$ cat src/rtl/tcr_div_pkg.sv
package tcr_div_pkg;

    // Action chosen for one counter stage on the next clock edge
    typedef enum logic [1:0] {
        ACT_HOLD  = 2'd0,
        ACT_INC   = 2'd1,
        ACT_LOAD  = 2'd2,
        ACT_CLEAR = 2'd3
    } stage_act_e;

    // Register set of the toggle stage
    typedef struct packed {
        logic half;
    } tog_state_t;

endpackage

$ cat src/rtl/tcr_stage.sv
module tcr_stage
    import tcr_div_pkg::*;
#(
    parameter int W = 8
) (
    input  logic         clk,
    input  logic         rst,
    input  logic         load,
    input  logic         inc,
    input  logic [W-1:0] preset,
    output logic [W-1:0] cnt,
    output logic         at_tc
);

    typedef struct packed {
        logic [W-1:0] cnt;
    } stage_state_t;

    stage_state_t s_d, s_q;
    stage_act_e   act;

    // Priority: reset, then load, then increment, otherwise hold
    always_comb begin
        if (rst)
            act = ACT_CLEAR;
        else if (load)
            act = ACT_LOAD;
        else if (inc)
            act = ACT_INC;
        else
            act = ACT_HOLD;

        s_d = s_q;
        case (act)
            ACT_CLEAR: s_d.cnt = '0;
            ACT_LOAD:  s_d.cnt = preset;
            ACT_INC:   s_d.cnt = s_q.cnt + W'(1);
            default:   s_d.cnt = s_q.cnt;
        endcase
    end

    always_ff @(posedge clk) begin
        s_q <= s_d;
    end

    assign cnt   = s_q.cnt;
    assign at_tc = &s_q.cnt;

endmodule

$ cat src/rtl/tcr_chain.sv
module tcr_chain #(
    parameter int STAGE_W = 8,
    parameter int STAGES  = 1,
    localparam int CNT_W  = STAGE_W * STAGES
) (
    input  logic             clk,
    input  logic             rst,
    input  logic             cnt_en,
    input  logic             load_en,
    input  logic             tc_reload_en,
    input  logic [CNT_W-1:0] preset,
    output logic [CNT_W-1:0] count,
    output logic             all_tc,
    output logic             tc_advance
);

    logic [STAGES-1:0] carry;
    logic [STAGES-1:0] stage_tc;
    logic              reload_all;
    logic              load_any;

    // Reload is gated by terminal count of the whole chain only
    assign all_tc     = &stage_tc;
    assign reload_all = cnt_en & tc_reload_en & all_tc;
    assign load_any   = load_en | reload_all;
    assign tc_advance = cnt_en & ~load_en & all_tc;

    for (genvar g = 0; g < STAGES; g++) begin : g_stage
        if (g == 0) begin : g_first
            assign carry[g] = cnt_en;
        end else begin : g_upper
            assign carry[g] = carry[g-1] & stage_tc[g-1];
        end

        tcr_stage #(
            .W (STAGE_W)
        ) u_stage (
            .clk    (clk),
            .rst    (rst),
            .load   (load_any),
            .inc    (carry[g]),
            .preset (preset[g*STAGE_W +: STAGE_W]),
            .cnt    (count[g*STAGE_W +: STAGE_W]),
            .at_tc  (stage_tc[g])
        );
    end

endmodule

$ cat src/rtl/tcr_toggle.sv
module tcr_toggle
    import tcr_div_pkg::*;
(
    input  logic clk,
    input  logic rst,
    input  logic flip,
    output logic half
);

    tog_state_t t_d, t_q;

    always_comb begin
        t_d = t_q;
        if (rst)
            t_d.half = 1'b0;
        else if (flip)
            t_d.half = ~t_q.half;
    end

    always_ff @(posedge clk) begin
        t_q <= t_d;
    end

    assign half = t_q.half;

endmodule

$ cat src/rtl/tcr_divider.sv
module tcr_divider #(
    parameter int  STAGE_W = 8,
    parameter int  STAGES  = 1,
    parameter bit  HALF_EN = 1'b1,
    localparam int CNT_W   = STAGE_W * STAGES
) (
    input  logic             clk,
    input  logic             rst,
    input  logic             cnt_en,
    input  logic             load_en,
    input  logic             tc_reload_en,
    input  logic [CNT_W-1:0] preset,
    output logic [CNT_W-1:0] count,
    output logic             tc_pulse,
    output logic             half_out
);

    logic tc_advance;

    tcr_chain #(
        .STAGE_W (STAGE_W),
        .STAGES  (STAGES)
    ) u_chain (
        .clk          (clk),
        .rst          (rst),
        .cnt_en       (cnt_en),
        .load_en      (load_en),
        .tc_reload_en (tc_reload_en),
        .preset       (preset),
        .count        (count),
        .all_tc       (tc_pulse),
        .tc_advance   (tc_advance)
    );

    if (HALF_EN) begin : g_half
        tcr_toggle u_toggle (
            .clk  (clk),
            .rst  (rst),
            .flip (tc_advance),
            .half (half_out)
        );
    end else begin : g_no_half
        assign half_out = 1'b0;
    end

endmodule

$ cat config.mk
export PLATFORM = sky130hd
export DESIGN_NAME = tcr_divider
export DESIGN_NICKNAME = d
export VERILOG_FILES = /design/src/rtl/tcr_div_pkg.sv /design/src/rtl/tcr_stage.sv /design/src/rtl/tcr_chain.sv /design/src/rtl/tcr_toggle.sv /design/src/rtl/tcr_divider.sv
export SDC_FILE = /design/constraint.sdc
export NUM_CORES = 1
export LEC_CHECK = 0
export BUFFER_PORTS_ARGS = -buffer_cell sky130_fd_sc_hd__buf_2
export CORE_MARGIN = 10
export CORE_UTILIZATION = 44
export DETAILED_ROUTE_END_ITERATION = 10
export PLACE_DENSITY = 0.72
export SLEW_MARGIN = 0
export SYNTH_ARGS = -nofsm -noshare
export SYNTH_HDL_FRONTEND = slang
export SYNTH_SLANG_ARGS = --single-unit
$ cat constraint.sdc
create_clock -name clk -period 2.8 [get_ports clk]
set_input_delay 0.14 -clock clk [delete_from_list [all_inputs] [get_ports clk]]
set_output_delay 0.14 -clock clk [all_outputs]
set_load 0.02 [all_outputs]
After elaboration in Yosys (flattened, before gate mapping):

Cells that the tools add are included.

* register bits after elaboration: 9
* input port bits: 13

* add/sub/neg operators: 1
* equal/unequal tests: 3
* mux-type cells: 4
* bitwise logic cells: 7
* reductions and logical operators: 2

Operators with widths (number)
* 8-bit one-hot mux with 3 select lines: 1
* 8-bit by 1-bit adder with 8-bit output (second input constant): 1
* 8-bit AND reduction: 1
* 1-bit bitwise AND: 4
* 2-bit == test (second input constant): 2
* 2-bit two-way mux: 2
* 3-bit nonzero test: 1
* 2-bit by 1-bit == test with 1-bit output (second input constant): 1
* 1-bit NOT: 2
* 1-bit two-way mux: 1
* 1-bit bitwise OR: 1

Logic depth before layout (Yosys ltp):

Gate-level depths: netlist (run 1).

* depth in word-level cells: 7
* gate-level depth with buffers: 9
* gate-level depth less buffers: 8

Modules after synthesis:

From an unflattened synthesis (run 1), not the netlist that was laid out.

* cell total of the unflattened synthesis: 61
* area total of the unflattened synthesis: 603.1 um2

By module, submodules not included
* tcr_stage: times used 1, cells an instance 56, area each 553.0 um2, seq. area each 240.2 um2
* tcr_toggle: times used 1, cells an instance 3, area each 32.5 um2, seq. area each 20.0 um2
* tcr_chain: times used 1, cells an instance 2, area each 17.5 um2, seq. area each 0.0 um2

Least setup slack after synthesis (run 1):

Ideal clock, no wire load.

* path kind: flip-flop to flip-flop
* from: register u_chain.g_stage[0].u_stage.s_q, in the netlist u_chain.g_stage[0].u_stage.cnt[0]
* to: register u_chain.g_stage[0].u_stage.s_q, in the netlist u_chain.g_stage[0].u_stage.cnt[7] (data pin)
* arrival time: 2.614 ns
* data required time: 2.665 ns
* slack: 0.050 ns
* cell stages (with the launch flop): 9
* path buffers: 0
* path through: edfxtp_1 ha_1 and3_1 and2_4 a311o_1 ha_1 or3b_1 or3_1 nand3_1

RTL lines
* start: declaration: line tcr_stage.sv:19 `stage_state_t s_d, s_q;`
* start signal: assignment: line tcr_stage.sv:43 `s_q <= s_d;`

==> results of run 1 <==
-- area by class of cell --
class,count,area [sq um],area share [%]
Clock buffer,4,26.3,3.24
Inverter,4,15.0,1.85
Multi-Input combinational cell,53,352,43.3
Sequential cell,9,260,32.0
Tap cell,15,18.8,2.31
Timing Repair Buffer,26,140,17.3
-- through the flow --
step	instance area, sq um	setup slack [ns]	hold WS [ns]
3_3_place_gp	783	0.282	0.411
5_1_grt	812	0.0735	0.169
6_report	812	0.174	0.157
3_5_place_dp	783	0.203	0.421
4_1_cts	810	0.181	0.158
2_1_floorplan	636	0.0504	0.325
-- flip-flops by register name (all words and copies together), names as in the netlist --
signal                       flops
g_half.u_toggle.half             1
u_chain.g_stage.u_stage.cnt      8
-- cell usage in the layout, fill, tap and decap left out, types with 2 or more instances in the layout --
| cell type | netlist | layout |
|---|---|---|
| sky130_fd_sc_hd__o21ai_0 | 2 | 2 |
| sky130_fd_sc_hd__a22oi_1 | 2 | 2 |
| sky130_fd_sc_hd__buf_2 | 0 | 22 |
| sky130_fd_sc_hd__xor2_1 | 3 | 3 |
| sky130_fd_sc_hd__clkbuf_4 | 0 | 3 |
| sky130_fd_sc_hd__a21oi_1 | 2 | 2 |
| sky130_fd_sc_hd__ha_1 | 4 | 4 |
| sky130_fd_sc_hd__nand4_1 | 2 | 2 |
| sky130_fd_sc_hd__buf_4 | 0 | 4 |
| sky130_fd_sc_hd__a311oi_1 | 2 | 2 |
| sky130_fd_sc_hd__nor2_1 | 5 | 5 |
| sky130_fd_sc_hd__edfxtp_1 | 8 | 8 |
| sky130_fd_sc_hd__o2111ai_1 | 3 | 3 |
| sky130_fd_sc_hd__nand2_1 | 9 | 9 |
| sky130_fd_sc_hd__inv_1 | 4 | 4 |
| sky130_fd_sc_hd__nand3_1 | 7 | 7 |
-- kinds of logic (layout without fill, tap and decap cells) --
group | after synthesis | after routing
and+or+nand+nor | 31 | 31
buffers and inverters | 5 | 34
AOI/OAI and AO/OA | 15 | 15
xor gates and xnor gates | 3 | 3
adders and majority gates | 4 | 4
DFF | 9 | 9
-- worst paths after layout --
check,start,to,slack [ns],depth (start not counted)
min,preset[7],u_chain.g_stage[0].u_stage.cnt[7]$_DFFE_PP_,0.16,3
max reg2reg,u_chain.g_stage[0].u_stage.cnt[1]$_DFFE_PP_,u_chain.g_stage[0].u_stage.cnt[7]$_DFFE_PP_,0.17,8
min reg2reg,g_half.u_toggle.half$_SDFFE_PP0P_,g_half.u_toggle.half$_SDFFE_PP0P_,0.61,2
max,u_chain.g_stage[0].u_stage.cnt[1]$_DFFE_PP_,u_chain.g_stage[0].u_stage.cnt[7]$_DFFE_PP_,0.17,8
-- routing by layer --
layer  vias to the layer above  GRT usage, %  wire length (um)
met4                         0          4.36                36
met1                       285          11.5               662
met3                         4          3.49               126
met2                        31          16.7               819
li1                        315             -                 -
met5                         -             0                 0
-- power groups by stage --
stage / logic (mW) / registers, mW / clock network [mW]
after floorplan: 0.0289 / 0.181 / 0
after global placement: 0.0736 / 0.168 / 0
after detailed placement: 0.0754 / 0.169 / 0
after CTS: 0.0758 / 0.166 / 0.0980
after global routing: 0.0843 / 0.168 / 0.105
final: 0.0757 / 0.166 / 0.0962
-- worst max-delay path: stages (launching register included) --
cell                       delay, ns
sky130_fd_sc_hd__edfxtp_1       0.44
sky130_fd_sc_hd__ha_1           0.28
sky130_fd_sc_hd__and3_1         0.20
sky130_fd_sc_hd__and2_4         0.17
sky130_fd_sc_hd__a311o_1        0.35
sky130_fd_sc_hd__ha_1           0.29
sky130_fd_sc_hd__or3b_1         0.37
sky130_fd_sc_hd__or3_1          0.31
sky130_fd_sc_hd__nand3_1        0.08
-- timing repair --
action	4_1_cts	5_1_grt
setup endpoints to repair	0	1
hold buffers	0	0
hold endpoints to repair	0	0
resized for setup	0	1
==> results.yml, run 1 <==
outcome:
  status: "finished clean"
clocking:
  cts_setup_buffers: 0
  htree_levels: 1
  cts_num_sinks: 9
  cts_bufs_inserted: 3
  clk_pin_slew_worst_paths_ns: 0.06
  cts-root-to-sink-buffers: 2
  cts.root.buffer_cell: "sky130_fd_sc_hd__clkbuf_4"
  worst_skew_pair.late_latency_ns: 0.25
  cts_tree: "built"
floorplan:
  floorplan.rows: 13
  boundaryPins: 23
  die_w_um: 58.0
  design.core.area_sq_mm: 0.00133
  die_height_um: 58.0
  die_area_sq_mm: 0.00336
  effective_utilization_at_floorplan_pct: 47.7
logic_synthesis:
  synth_top_family_by_area: "simple AND/OR/NAND/NOR gates"
  post_synthesis_mux_area_share_pct: 0
  yosys.area_share.simple_pct: 25.0
  ys_types: 26
  synth_seq_cells: 9
  synthesis.area_sq_um: 636
  synth_compound_area_share_pct: 17.9
  post_synth_inst_count: 67
  yosysWarnings: 0
  synth-edff-count: 8
  post_synth_xor_area_fraction_pct: 4.13
  post_synthesis_share_of_cell_area_spent_on_full_adders_half_adders_and_majority_gates_pct: 7.87
  yosys.area.top_type: "sky130_fd_sc_hd__edfxtp_1"
  syn-num-nets: 84
  netlist_top_cells_count: "sky130_fd_sc_hd__nand2_1 (9), sky130_fd_sc_hd__edfxtp_1 (8), sky130_fd_sc_hd__nand3_1 (7)"
  post-synth-top-area-fraction_pct: 37.8
  yosysSeqAreaShare_pct: 40.9
  most_common_cell_in_the_synthesized_netlist: "sky130_fd_sc_hd__nand2_1"
  asyncSetResetFlopFracSynth_pct: 0
  most_frequently_used_flop_master_after_synthesis: "sky130_fd_sc_hd__edfxtp_1"
  synth.avg_cell_area_sq_um: 9.49
  synth.top_cells.by_area: "sky130_fd_sc_hd__edfxtp_1 (38%), sky130_fd_sc_hd__ha_1 (7.9%), sky130_fd_sc_hd__nand3_1 (5.5%), sky130_fd_sc_hd__nand2_1 (5.3%), sky130_fd_sc_hd__o2111ai_1 (4.1%)"
sta:
  timing.max_slew.rel_slack_pct: 76.5
  rsz0062_at_grt: "no"
  finalHoldViolCount: 0
  timing.clock.skew_ns: 0.00237
  period_needed_ns: 2.63
  fmaxAchievable_mhz: 381
  drv_slew: 0
  tns_ns: 0
  worstMarginPinSlew_ns: 0.350
  setup_violations: 0
  fin_crit_sh_pct: 93.8
pwr:
  sequentialPowerShare_pct: 49.2
  power.internal_mw: 0.242
  ir_drop_mv: 0.365
  overall_power_of_the_completed_layout_mw: 0.338
  clkPwrFrac_pct: 28.5
  total_leakage_power_nw: 0.370
  power_share_of_the_combinational_group_pct: 22.4
  power.share.switching_pct: 28.4
  switching_power_mw: 0.0959
  p_per_area_mw_per_mm2: 416
routing:
  routed_wirelength_um: 1650
  via_cell_ratio: 5.72
  routed_wire_length_per_instance_um: 14.8
  detail_route.first_pass.iterations: 4
  route.detailed.drc: 0
  vias: 635
  drt.antenna.violating_nets: 0
  drt_iter0_markers: 23
cells_and_area:
  fill_cells: 126
  flow.area_growth_from_synthesis_pct: 27.8
  post_route_cells_drive_above_1_share_pct: 33.3
  diodes: 0
  fin_cells: 111
  postLayoutCoreUtil_pct: 60.9
  finalNetCount: 114
global_route:
  overflow_left_after_global_routing: 0
  via_count_of_the_first_global_routing_pass: 631
  first_pass_grt_wire_length_um: 2790
  antenna_found_initial: 0
  gr-usage-all-layers_pct: 10.1
  grt_max_degree: 10
placement:
  hpwlAfterDp_um: 1380
  place.gp.congestion: 0.797
  post_placement_cell_count: 107
  port_buffers: 22
critical_path:
  startpoint_type: "flip-flop"
  cp_data_required_time_ns: 2.93
  cp.arrival_ns: 2.75
  critPathMaxFanout: 5
  crit_type: "reg2reg"
  cp-end-kind: "flip-flop"
min_path:
  hp-class: "in2reg"
flow_run:
  timing.max_cap.violations: 0
No activity file was read; power rests on OpenSTA's default activity.
==> run 2, diff against run 1 <==
Settings changed: PLACE_DENSITY 0.72 to 0.73, SYNTH_HIERARCHICAL set to 1.
==> run 2 against run 1 <==
Via count decreased by 8.3%. Fmax increased by 1.7%. Clock power increased by 3.2%. Non-clock buffer count decreased by 3. Critical path type unchanged. Largest cell class unchanged. Highest routed layer unchanged.
==> results.yml, run 2 <==
sta:
  finalHoldViolCount: 0
  tns_ns: 0
  setup_violations: 0
  timing.max_slew.rel_slack_pct: 77.2
  fmaxAchievable_mhz: 387
  pnr_worst_setup_slack_ns: 0.217
  drv_slew: 0
  period_needed_ns: 2.58
  rsz0062_at_grt: "no"
  timing.clock.skew_ns: 0.00209
  fin_crit_sh_pct: 92.3
  worstMarginPinSlew_ns: 0.342
logic_synthesis:
  post-synth-top-area-fraction_pct: 39.8
  asyncSetResetFlopFracSynth_pct: 0
  synth-edff-count: 8
  post_synth_inst_count: 61
  syn-num-nets: 78
  yosysSeqAreaShare_pct: 43.2
  ys_types: 27
  most_frequently_used_flop_master_after_synthesis: "sky130_fd_sc_hd__edfxtp_1"
  yosysWarnings: 6
  synth_seq_cells: 9
  most_common_cell_in_the_synthesized_netlist: "sky130_fd_sc_hd__edfxtp_1"
  synth.top_cells.by_area: "sky130_fd_sc_hd__edfxtp_1 (40%), sky130_fd_sc_hd__ha_1 (8.3%), sky130_fd_sc_hd__nand3_1 (5.8%), sky130_fd_sc_hd__dfxtp_1 (3.3%), sky130_fd_sc_hd__inv_1 (3.1%)"
  synthesis.area_sq_um: 603
  yosys.area.top_type: "sky130_fd_sc_hd__edfxtp_1"
  synth.avg_cell_area_sq_um: 9.89
  netlist_top_cells_count: "sky130_fd_sc_hd__edfxtp_1 (8), sky130_fd_sc_hd__nand3_1 (7), sky130_fd_sc_hd__inv_1 (5), sky130_fd_sc_hd__nand2_1 (5), sky130_fd_sc_hd__nor2_1 (5)"
clocking:
  htree_levels: 1
  clk_pin_slew_worst_paths_ns: 0.06
  worst_skew_pair.late_latency_ns: 0.26
  cts_tree: "built"
  cts.root.buffer_cell: "sky130_fd_sc_hd__clkbuf_4"
  cts_bufs_inserted: 3
  cts-root-to-sink-buffers: 2
  cts_num_sinks: 9
critical_path:
  reg2reg_from: "u_chain/g_stage[0].u_stage/cnt[0]$_DFFE_PP_"
  cp-end-kind: "flip-flop"
  crit_type: "reg2reg"
  critPathMaxFanout: 7
  cp_slowest_cell: "sky130_fd_sc_hd__edfxtp_1"
  worst-path-stages: 10
  cp_cell_sequence: "ha_1 > nand3_1 > nor2_1 > a31o_1 > or2_2 > ha_1 > buf_4 > nor2_1 > nand2_1 > o311ai_1"
  cp_data_required_time_ns: 2.85
  critical-path-top-delay-family: "simple AND/OR/NAND/NOR gates"
  setup.reg_to_reg.worst_slack_ns: 0.22
  cp.arrival_ns: 2.63
  startpoint: "u_chain/g_stage[0].u_stage/cnt[0]$_DFFE_PP_"
  cpPeakStageDelay_ns: 0.43
  startpoint_type: "flip-flop"
  worst_r2r_path_depth: 10
  timing.rr.end: "u_chain/g_stage[0].u_stage/cnt[5]$_DFFE_PP_"
  critical_path_buf_inv_count: 1
  critical_path.endpoint: "u_chain/g_stage[0].u_stage/cnt[5]$_DFFE_PP_"
cells_and_area:
  largest_register_ffs: 8
  layout_common_cells: "sky130_fd_sc_hd__buf_2 (22), sky130_fd_sc_hd__edfxtp_1 (8), sky130_fd_sc_hd__nand3_1 (7)"
  flow.area_growth_from_synthesis_pct: 26.3
  post_route_cells_drive_above_1_share_pct: 34.5
  diodes: 0
  finalNetCount: 105
  layout.cells.most_common: "sky130_fd_sc_hd__buf_2"
  fill_cells: 131
placement:
  pre_cts_slack_ns: 0.173
  hpwlAfterDp_um: 1220
  place.gp.congestion: 0.802
  port_buffers: 22
pwr:
  ir_drop_mv: 0.367
  p_per_area_mw_per_mm2: 439
  total_leakage_power_nw: 0.354
floorplan:
  die_w_um: 57.0
  die_height_um: 57.0
  boundaryPins: 23
  design.core.area_sq_mm: 0.00130
  die_area_sq_mm: 0.00325
  effective_utilization_at_floorplan_pct: 46.3
  floorplan.rows: 13
flow_run:
  timing.max_cap.violations: 0
global_route:
  antenna_found_initial: 0
  grt_max_degree: 9
  via_count_of_the_first_global_routing_pass: 589
  first_pass_grt_wire_length_um: 2430
  overflow_left_after_global_routing: 0
  gr-usage-all-layers_pct: 9.17
routing:
  drt.antenna.violating_nets: 0
  drt_iter0_markers: 20
  dr_wl_met3_um: 135
  top_signal_layer_used: "met4"
  routed_wire_length_per_instance_um: 15.5
  via_cell_ratio: 5.71
  route.detailed.drc: 0
  detailroute.wirelength.met2_um: 777
  detail_route.first_pass.iterations: 4
  vias: 582
  routed_wirelength_um: 1580
  met1Wirelength_um: 637
outcome:
  status: "finished clean"
min_path:
  hold_depth: 2
  hp-class: "in2reg"
-- run 2: through the flow --
stage	cells	hold WS [ns]	util (%)	instance area (sq um)	total power [mW]
finish	102	0.0668	58.6	762	0.335
detailed placement	98	0.337	56.5	736	0.238
floorplan	61	0.212	-	603	0.209
global route	102	0.0715	58.6	762	0.352
global placement	98	0.327	56.5	736	0.235
CTS	102	0.0588	58.6	762	0.339
-- run 2: how the worst min path moves through the flow --
stage | start | to | slack (ns)
2_1_floorplan | rst | g_half.u_toggle/half$_SDFFE_PP0P_ | 0.21
3_3_place_gp | rst | g_half.u_toggle/half$_SDFFE_PP0P_ | 0.33
3_5_place_dp | rst | g_half.u_toggle/half$_SDFFE_PP0P_ | 0.34
4_1_cts | rst | g_half.u_toggle/half$_SDFFE_PP0P_ | 0.06
5_1_grt | rst | g_half.u_toggle/half$_SDFFE_PP0P_ | 0.07
6_report | rst | g_half.u_toggle/half$_SDFFE_PP0P_ | 0.07
-- run 2: layout make-up --
class	instances	area [sq um]	area share, %
sequential	9	260	34.2
tap	15	18.8	2.46
multi-input combinational	46	320	42.0
inverter	5	18.8	2.46
timing repair buffer	23	118	15.4
clock buffer	4	26.3	3.45
-- run 2: per-layer routing --
| metal | GRT usage (%) | up-vias |
|---|---|---|
| met3 | 6.19 | 6 |
| met2 | 16.4 | 20 |
| met1 | 8.51 | 276 |
| met5 | 0 | - |
| li1 | - | 280 |
| met4 | 1.68 | 0 |
-- run 2: worst reg2reg max path: stages (launching register included) --
cell                       delay (ns)
sky130_fd_sc_hd__edfxtp_1        0.43
sky130_fd_sc_hd__ha_1            0.28
sky130_fd_sc_hd__nand3_1         0.10
sky130_fd_sc_hd__nor2_1          0.07
sky130_fd_sc_hd__a31o_1          0.23
sky130_fd_sc_hd__or2_2           0.31
sky130_fd_sc_hd__ha_1            0.29
sky130_fd_sc_hd__buf_4           0.17
sky130_fd_sc_hd__nor2_1          0.14
sky130_fd_sc_hd__nand2_1         0.07
sky130_fd_sc_hd__o311ai_1        0.30
-- run 2: power breakdown --
part           internal (mW)  total, mW  switching [mW]
combinational         0.0273     0.0679          0.0406
sequential             0.157      0.168          0.0110
clock                 0.0549     0.0993          0.0445
total                  0.239      0.335          0.0960
-- run 2: cells by family after synthesis --
| group | Yosys count | synth area share [%] |
|---|---|---|
| adder cells (fa/ha/maj) | 4 | 8.30 |
| flip-flops | 9 | 43.2 |
| AO/OA/AOI/OAI | 12 | 15.6 |
| XOR/XNOR | 4 | 5.81 |
| AND/OR/NAND/NOR | 26 | 23.4 |
| buffers and inverters | 6 | 3.73 |
-- run 2: what timing repair did --
item,in CTS,in global routing
resized for setup,0,1
endpoints found under the setup margin,0,1
hold buffers,0,0
setup buffers,0,0
==> run 3, diff against run 2 <==
Settings changed: CELL_PAD_IN_SITES_DETAIL_PLACEMENT set to 0, CELL_PAD_IN_SITES_GLOBAL_PLACEMENT set to 2, CORE_UTILIZATION 44 to 27, PLACE_DENSITY 0.73 to not set, PLACE_DENSITY_LB_ADDON set to 0.1, SYNTH_HIERARCHICAL 1 to not set.
==> run 3 against run 2 <==
Clock power barely moved. Die area rose by 44%. Utilization fell by 21 points. Clock-buffer cell count did not move. Sequential power barely moved. Critical endpoint is now u_chain.g_stage[0].u_stage.cnt[7]$_DFFE_PP_. Non-clock buffer count rose by 6. Largest power group unchanged. Via count rose by 8.6%. Clock skew barely moved.
==> results.yml, run 3 (synthesis gave the netlist of run 1 again) <==
floorplan:
  boundaryPins: 23
  design.core.area_sq_mm: 0.00223
  die_area_sq_mm: 0.00469
  die_height_um: 68.5
  effective_utilization_at_floorplan_pct: 28.5
  die_w_um: 68.5
  floorplan.rows: 17
pwr:
  clkPwrFrac_pct: 29.3
  ir_drop_mv: 0.219
  power.internal_mw: 0.246
  sequentialPowerShare_pct: 47.4
  switching_power_mw: 0.102
  total_leakage_power_nw: 0.385
  power.share.switching_pct: 29.4
  power_share_of_the_combinational_group_pct: 23.3
  p_per_area_mw_per_mm2: 411
sta:
  timing.clock.skew_ns: 0.00167
  period_needed_ns: 2.70
  fmaxAchievable_mhz: 371
  tns_ns: 0
  worstMarginPinSlew_ns: 0.414
  timing.max_slew.rel_slack_pct: 72.3
  rsz0062_at_grt: "no"
  setup_violations: 0
  worst_hold_margin_ns: 0.154
  drv_slew: 0
  pnr_worst_setup_slack_ns: 0.103
  finalHoldViolCount: 0
  fin_crit_sh_pct: 96.3
flow_run:
  timing.max_cap.violations: 0
clocking:
  worst_skew_pair.late_latency_ns: 0.26
  cts_num_sinks: 9
  clk_pin_slew_worst_paths_ns: 0.06
  cts_bufs_inserted: 3
  cts-root-to-sink-buffers: 2
  cts.root.buffer_cell: "sky130_fd_sc_hd__clkbuf_4"
  htree_levels: 1
  cts_tree: "built"
routing:
  drt_iter0_markers: 14
  vias: 632
  via_cell_ratio: 4.98
  drt.antenna.violating_nets: 0
  routed_wirelength_um: 1790
  route.detailed.drc: 0
  detail_route.first_pass.iterations: 4
  routed_wire_length_per_instance_um: 14.1
global_route:
  overflow_left_after_global_routing: 0
  gr-usage-all-layers_pct: 7.91
  antenna_found_initial: 0
  via_count_of_the_first_global_routing_pass: 598
  first_pass_grt_wire_length_um: 2830
  grt_max_degree: 10
cells_and_area:
  fin_cells: 127
  layout.cells.most_common: "sky130_fd_sc_hd__buf_2"
  layout_common_cells: "sky130_fd_sc_hd__buf_2 (22), sky130_fd_sc_hd__nand2_1 (9), sky130_fd_sc_hd__edfxtp_1 (8)"
  largest_register_ffs: 8
  diodes: 0
  finalNetCount: 117
  fill_cells: 244
  post_route_cells_drive_above_1_share_pct: 34.3
  postLayoutCoreUtil_pct: 38.0
  flow.area_growth_from_synthesis_pct: 33.5
critical_path:
  worst_r2r_path_depth: 8
  critPathMaxFanout: 5
  cp_data_required_time_ns: 2.93
  startpoint_type: "flip-flop"
  crit_type: "reg2reg"
  cp-end-kind: "flip-flop"
  cp.arrival_ns: 2.82
min_path:
  hold_depth: 3
  hp-class: "in2reg"
placement:
  hpwlAfterDp_um: 1430
  pre_cts_slack_ns: 0.120
  post_placement_cell_count: 121
  place.gp.congestion: 0.719
  port_buffers: 22
outcome:
  status: "finished clean"
## run 3: final cells by class
cell class / count / area, sq um / share of cell area, %
flip-flops and latches: 9 / 260 / 30.7
multi-input cells: 53 / 349 / 41.2
clock buffers: 4 / 26.3 / 3.10
repair buffers: 29 / 163 / 19.2
inverters: 4 / 15.0 / 1.77
well taps: 28 / 35.0 / 4.13
## run 3: per-stage QoR
| step | power, mW | instance area [sq um] |
|---|---|---|
| floorplan | 0.210 | 636 |
| global placement | 0.249 | 807 |
| detailed placement | 0.247 | 807 |
| CTS | 0.350 | 833 |
| global route | 0.371 | 848 |
| finish | 0.348 | 848 |
## run 3: path summary, 6_finish.rpt
kind / from / endpoint / slack, ns
worst min register to register: g_half.u_toggle.half$_SDFFE_PP0P_ / g_half.u_toggle.half$_SDFFE_PP0P_ / 0.60
worst max register to register: u_chain.g_stage[0].u_stage.cnt[1]$_DFFE_PP_ / u_chain.g_stage[0].u_stage.cnt[7]$_DFFE_PP_ / 0.10
worst max-delay path: u_chain.g_stage[0].u_stage.cnt[1]$_DFFE_PP_ / u_chain.g_stage[0].u_stage.cnt[7]$_DFFE_PP_ / 0.10
worst min-delay path: preset[7] / u_chain.g_stage[0].u_stage.cnt[7]$_DFFE_PP_ / 0.15
## run 3: timing repair
action	4_1_cts	5_1_grt
endpoints found under the setup margin	0	2
hold buffers	0	0
resized for setup	0	0
setup buffers	0	2
## run 3: power groups by stage
stage	registers [mW]	clock network, mW	logic (mW)
6_report	0.165	0.102	0.0811
5_1_grt	0.166	0.115	0.0901
4_1_cts	0.165	0.106	0.0788
3_5_place_dp	0.168	0	0.0784
3_3_place_gp	0.168	0	0.0807
2_1_floorplan	0.181	0	0.0289
## run 3: critical path, cell delays in order (launching register included)
cell	delay [ns]
sky130_fd_sc_hd__edfxtp_1	0.45
sky130_fd_sc_hd__ha_1	0.29
sky130_fd_sc_hd__and3_1	0.20
sky130_fd_sc_hd__and2_4	0.17
sky130_fd_sc_hd__a311o_1	0.34
sky130_fd_sc_hd__ha_1	0.34
sky130_fd_sc_hd__or3b_1	0.38
sky130_fd_sc_hd__or3_1	0.31
sky130_fd_sc_hd__nand3_1	0.08
## run 3: per-layer routing
layer / vias to the layer above / part of all wire (%) / GRT usage (%)
li1: 323 / - / -
met1: 292 / 47 / 10.0
met2: 13 / 46 / 11.5
met3: 4 / 5.2 / 3.06
met4: 0 / 1.4 / 3.77
met5: - / 0 / 0
